===== src/rtl/cmdbuf_seq.sv =====
module cmdbuf_seq #(
  parameter int BUF_BYTES = 256,
  parameter int AW = 32,
  parameter int SW = 32,
  parameter logic [AW-1:0] BASE_ADDR = 'h80
) (
  input  logic                         clk,
  input  logic                         rst_n,
  input  logic                         start,
  input  logic [AW-1:0]                cmd_addr,
  input  logic [SW-1:0]                cmd_size,
  input  logic [AW-1:0]                rsp_addr,
  input  logic [SW-1:0]                rsp_size,
  output logic                         busy,
  output logic                         done,
  output logic                         error,
  output logic                         buf_en,
  output logic                         buf_we,
  output logic [$clog2(BUF_BYTES)-1:0] buf_addr,
  output logic [7:0]                   buf_wdata,
  input  logic [7:0]                   buf_rdata,
  output logic                         cmd_valid,
  output logic [7:0]                   cmd_data,
  output logic                         cmd_last,
  input  logic                         cmd_ready,
  input  logic                         rsp_valid,
  input  logic [7:0]                   rsp_data,
  input  logic                         rsp_last,
  output logic                         rsp_ready
);
  localparam int BW = $clog2(BUF_BYTES);
  localparam int CW = BW + 1;
  localparam int W  = ((AW > SW) ? AW : SW) + 1;
  localparam logic [W-1:0]  LIMIT    = W'(BUF_BYTES);
  localparam logic [CW-1:0] LAST_IDX = CW'(BUF_BYTES - 1);

  typedef enum logic [2:0] {S_IDLE, S_CHECK, S_SEND, S_WAIT, S_CLEAR, S_WRITE, S_DONE} st_t;
  st_t st;

  logic [AW-1:0] c_off, r_off;
  logic [SW-1:0] c_sz, r_sz;
  logic [CW-1:0] cnt, rcnt;
  logic          pend, vld, err_q;
  logic [7:0]    cmd_q;
  logic [7:0]    scratch [BUF_BYTES];

  wire [W-1:0]  c_off_w = W'(c_off);
  wire [W-1:0]  r_off_w = W'(r_off);
  wire          bad = (c_off_w > LIMIT) || (c_off_w + W'(c_sz) > LIMIT) ||
                      (r_off_w > LIMIT) || (r_off_w + W'(r_sz) > LIMIT);
  wire [CW-1:0] c_len = c_sz[CW-1:0];
  wire [CW-1:0] r_len = r_sz[CW-1:0];
  wire          fetch = (st == S_SEND) && !pend && !vld && (cnt != c_len);
  wire          wr_rsp = (st == S_WRITE) && (cnt != r_len);
  wire          take = (st == S_WAIT) && rsp_valid;

  assign busy      = (st != S_IDLE);
  assign done      = (st == S_DONE);
  assign error     = err_q;
  assign rsp_ready = (st == S_WAIT);
  assign cmd_valid = vld;
  assign cmd_data  = cmd_q;
  assign cmd_last  = vld && (cnt == c_len - CW'(1));
  assign buf_en    = fetch || (st == S_CLEAR) || wr_rsp;
  assign buf_we    = (st == S_CLEAR) || wr_rsp;
  assign buf_wdata = (wr_rsp && cnt < rcnt) ? scratch[cnt[BW-1:0]] : 8'h00;

  always_comb begin
    case (st)
      S_SEND:  buf_addr = c_off[BW-1:0] + cnt[BW-1:0];
      S_WRITE: buf_addr = r_off[BW-1:0] + cnt[BW-1:0];
      default: buf_addr = cnt[BW-1:0];
    endcase
  end

  always_ff @(posedge clk) begin
    if (take && rcnt != r_len) scratch[rcnt[BW-1:0]] <= rsp_data;
  end

  always_ff @(posedge clk) begin
    if (!rst_n) begin
      st    <= S_IDLE;
      c_off <= '0;
      r_off <= '0;
      c_sz  <= '0;
      r_sz  <= '0;
      cnt   <= '0;
      rcnt  <= '0;
      pend  <= 1'b0;
      vld   <= 1'b0;
      err_q <= 1'b0;
      cmd_q <= '0;
    end else begin
      case (st)
        S_IDLE: if (start) begin
          c_off <= cmd_addr - BASE_ADDR;
          r_off <= rsp_addr - BASE_ADDR;
          c_sz  <= cmd_size;
          r_sz  <= rsp_size;
          err_q <= 1'b0;
          st    <= S_CHECK;
        end
        S_CHECK: begin
          cnt  <= '0;
          rcnt <= '0;
          pend <= 1'b0;
          vld  <= 1'b0;
          if (bad) begin
            err_q <= 1'b1;
            st    <= S_DONE;
          end else st <= S_SEND;
        end
        S_SEND: begin
          if (fetch) pend <= 1'b1;
          else if (!pend && !vld) st <= S_WAIT;
          if (pend) begin
            cmd_q <= buf_rdata;
            vld   <= 1'b1;
            pend  <= 1'b0;
          end
          if (vld && cmd_ready) begin
            vld <= 1'b0;
            cnt <= cnt + CW'(1);
          end
        end
        S_WAIT: if (take) begin
          if (rcnt != r_len) rcnt <= rcnt + CW'(1);
          if (rsp_last) begin
            cnt <= '0;
            st  <= S_CLEAR;
          end
        end
        S_CLEAR: begin
          cnt <= cnt + CW'(1);
          if (cnt == LAST_IDX) begin
            cnt <= '0;
            st  <= S_WRITE;
          end
        end
        S_WRITE: begin
          if (wr_rsp) cnt <= cnt + CW'(1);
          else st <= S_DONE;
        end
        default: st <= S_IDLE;
      endcase
    end
  end


  busy_rise_chk: assert property (@(posedge clk) disable iff (!rst_n)
    $rose(busy) |-> $past(start));

  reject_quiet_chk: assert property (@(posedge clk) disable iff (!rst_n)
    err_q |-> !buf_en && !cmd_valid);

  cmd_hold_chk: assert property (@(posedge clk) disable iff (!rst_n)
    cmd_valid && !cmd_ready |=> cmd_valid && $stable(cmd_data) && $stable(cmd_last));

  rsp_gate_chk: assert property (@(posedge clk) disable iff (!rst_n)
    rsp_ready |-> busy && !cmd_valid && !buf_en);

  done_pulse_chk: assert property (@(posedge clk) disable iff (!rst_n)
    done |=> !done && !busy);
endmodule


===== config.mk =====
export PLATFORM = sky130hd
export DESIGN_NAME = cmdbuf_seq
export DESIGN_NICKNAME = d
export VERILOG_FILES = /design/src/rtl/cmdbuf_seq.sv
export SDC_FILE = /design/constraint.sdc
export NUM_CORES = 2
export LEC_CHECK = 0
export CAP_MARGIN = 20
export CORE_MARGIN = 8
export CORE_UTILIZATION = 54
export DETAILED_ROUTE_END_ITERATION = 8
export GPL_TIMING_DRIVEN = 0
export PLACE_DENSITY = 0.71
export RECOVER_POWER = 50
export SYNTH_ARGS = -nofsm -noshare
export SYNTH_HDL_FRONTEND = slang
export SYNTH_SLANG_ARGS = --single-unit

===== constraint.sdc =====
create_clock -name clk -period 7.23 [get_ports clk]
set_clock_uncertainty 0.05 [all_clocks]
set_input_delay 2.169 -clock clk [delete_from_list [all_inputs] [get_ports clk]]
set_output_delay 2.169 -clock clk [all_outputs]
set_load 0.01 [all_outputs]

==> results.json <==
{
  "clock_latency_ns": 0.83,
  "critPathRequiredTime_ns": 5.01,
  "syn_inst": 4840,
  "dieHeight_um": 426,
  "synth-edff-count": 2048,
  "grt_first_pass_wirelength_um": 346000,
  "final_max_slew_viol_count": 1286,
  "synth_nets": 5082,
  "die-area_um2": 182000,
  "rsz0062_at_grt": "no",
  "crit_type": "reg -> out",
  "final_antenna_net_count": 0,
  "reg2reg_setup_slack_ns": 2.47,
  "routed_via_density": 6.44,
  "async_flop_share_pct": 0,
  "cp.arrival_ns": 4.95,
  "clock-root-buffer": "clkbuf_16",
  "grt_pass1_vias": 48900,
  "total_leakage_power_nw": 31.6,
  "place_hpwl_um": 166000,
  "final_cell_mix": "edfxtp_1 (2,048), mux4_2 (680), nor2_1 (386)",
  "core-area_um2": 167000,
  "ys_seq_area_share_pct": 71.4,
  "cp_max_fo": 10,
  "hold_viol_final": 0,
  "cts_tree": "yes",
  "num_rows": 150,
  "post-route-period-util_pct": 99.1,
  "dr.pass1.iters": 6,
  "htree_levels": 4,
  "synth_cell_types": 72,
  "postCtsHoldBufs": 0,
  "numCtsBuffers": 212,
  "tns_ns": 0,
  "grt-ovfl-total": 0,
  "grt_max_degree": 153,
  "gp_congestion": 0.928,
  "slew_headroom_pct": -304,
  "antenna_found_initial": 9,
  "portBuffers": 181,
  "violations": "max-capacitance violations, max-slew violations",
  "yosys_warnings": 0,
  "wirelength_um": 240000,
  "outcome": "finished, violations left",
  "syn_area_um2": 90900,
  "area_growth_pct": 13.2,
  "drive_above_1_share_pct": 21.2,
  "grt_use_total_pct": 26.3,
  "cts_sinks": 2216,
  "p_per_area_nw_per_um2": 314,
  "syn_area_per_cell_um2": 18.8,
  "nNetsFinal": 5512,
  "p_total_w": 0.0323,
  "hold_class": "reg -> reg",
  "vias": 49200,
  "ys_ff_latch": 2216,
  "clk_pin_slew_ns": 0.06,
  "layout_commonest_cell": "edfxtp_1",
  "critPathCaptureType": "output port",
  "min_period_ns": 7.17,
  "peakVddDrop_uv": 223,
  "die_w_um": 426,
  "dp_cells": 7260,
  "drc": 0,
  "finalSetupViolCount": 0,
  "ys.flop_type": "edfxtp_1",
  "ios": 182,
  "drt-initial-drc-count": 6470,
  "worstSetupStartpointType": "flop",
  "cts_buffer_depth": 3,
  "tightest_slew_ns": 6.06,
  "fin_hold_ws_ns": 0.406,
  "wl_per_cell_um": 31.4,
  "cts_setup_buffers": 0,
  "final_core_util_pct": 61.5,
  "stdcell_count": 7649,
  "maxCapViolations": 11,
  "fillers": 11600,
  "max_freq_mhz": 140,
  "start_util_pct": 54.3
}
## what timing repair did
item | 4_1_cts | 5_1_grt
gates cloned | 0 | 0
resized for setup | 152 | 13
setup endpoints to repair | 9 | 9
## where the power goes
part / leakage [nW] / total [W] / internal, W / switching (W)
logic: 8.67 / 0.00732 / 0.00329 / 0.00403
clock network: 3.17 / 0.0105 / 0.00583 / 0.00469
registers: 19.8 / 0.0145 / 0.0142 / 0.000282
total: 31.6 / 0.0323 / 0.0233 / 0.00901
## state kept, by name (all words and copies together) (netlist names), named ones only
name,count
scratch,2048
c_off,32
c_sz,32
r_off,32
r_sz,32
cnt,9
rcnt,9
cmd_data,8
st,3
cmd_valid,1
error,1
pend,1
## metal layers
metal	wire length (µm)	global-route usage, %	up-vias
met5	91	0	-
met1	91600	35.9	25700
li1	-	-	20600
met4	9720	9.40	16
met2	117000	42.7	2545
met3	22300	5.48	431
## worst paths after layout
check / start / to / cells after the start
setup / recovery: flop / buf_wdata[1] / 8
hold / removal: cmd_data[1]$_SDFFE_PN0P_ / cmd_data[1]$_SDFFE_PN0P_ / 2
setup reg to reg: st[0]$_SDFFE_PN0P_ / scratch[148][0]$_DFFE_PP_ / 8
hold reg to reg: cmd_data[1]$_SDFFE_PN0P_ / cmd_data[1]$_SDFFE_PN0P_ / 2
## per-stage QoR
step                cell area (µm²)  setup WS [ns]
detailed placement            96200         -0.313
floorplan                     90900           2.00
global placement              95400          -4.05
CTS                          103000        0.00144
global route                 103000        0.00332
finish                       103000         0.0649
## worst max-delay path, stage by stage (launching register included)
cell,delay (ns)
dfxtp_2,0.46
clkbuf_4,0.37
buf_2,0.41
mux4_2,0.40
mux4_2,0.56
mux4_2,0.65
mux4_2,0.50
nor2b_1,0.21
clkdlybuf4s50_1,0.53
## kinds of logic (layout without fill, tap and decap cells)
group	after synthesis	in the layout	synth area share, %
AOI/OAI and AO/OA	450	450	3.08
xor gates and xnor gates	125	125	1.20
adders and majority gates	92	92	1.29
buffers and inverters	316	917	1.42
DFF	2216	2216	71.4
muxes	698	698	17.1
other	0	4	0
and+or+nand+nor	943	943	4.56
## final cells by class
type	instances	area (µm²)	area share, %
Antenna cell	4	10.0	0.00973
Clock buffer	271	5650	5.49
Multi-Input combinational cell	2308	24700	24.0
Clock inverter	114	857	0.833
Inverter	42	158	0.153
Timing Repair Buffer	217	2400	2.33
Tap cell	2204	2760	2.68
Sequential cell	2216	64900	63.0
Buffer	273	1490	1.45
## synthesized netlist by cell type (all sizes together), types with 41 or more instances
cell    number  area share (%)
o21ai       75            0.41
mux4       680              17
a211oi      46            0.38
edfxtp    2048              68
dfxtp      168             3.7
nor2       386             1.6
clkbuf     210            0.87
a21oi      179            0.99
xor2        64            0.62
ha          89             1.2
xnor2       61            0.59
inv         41            0.17
nand2      305             1.3
buf         64            0.38
nor4        41            0.28
Note: power is estimated with default switching activity, not from simulation.
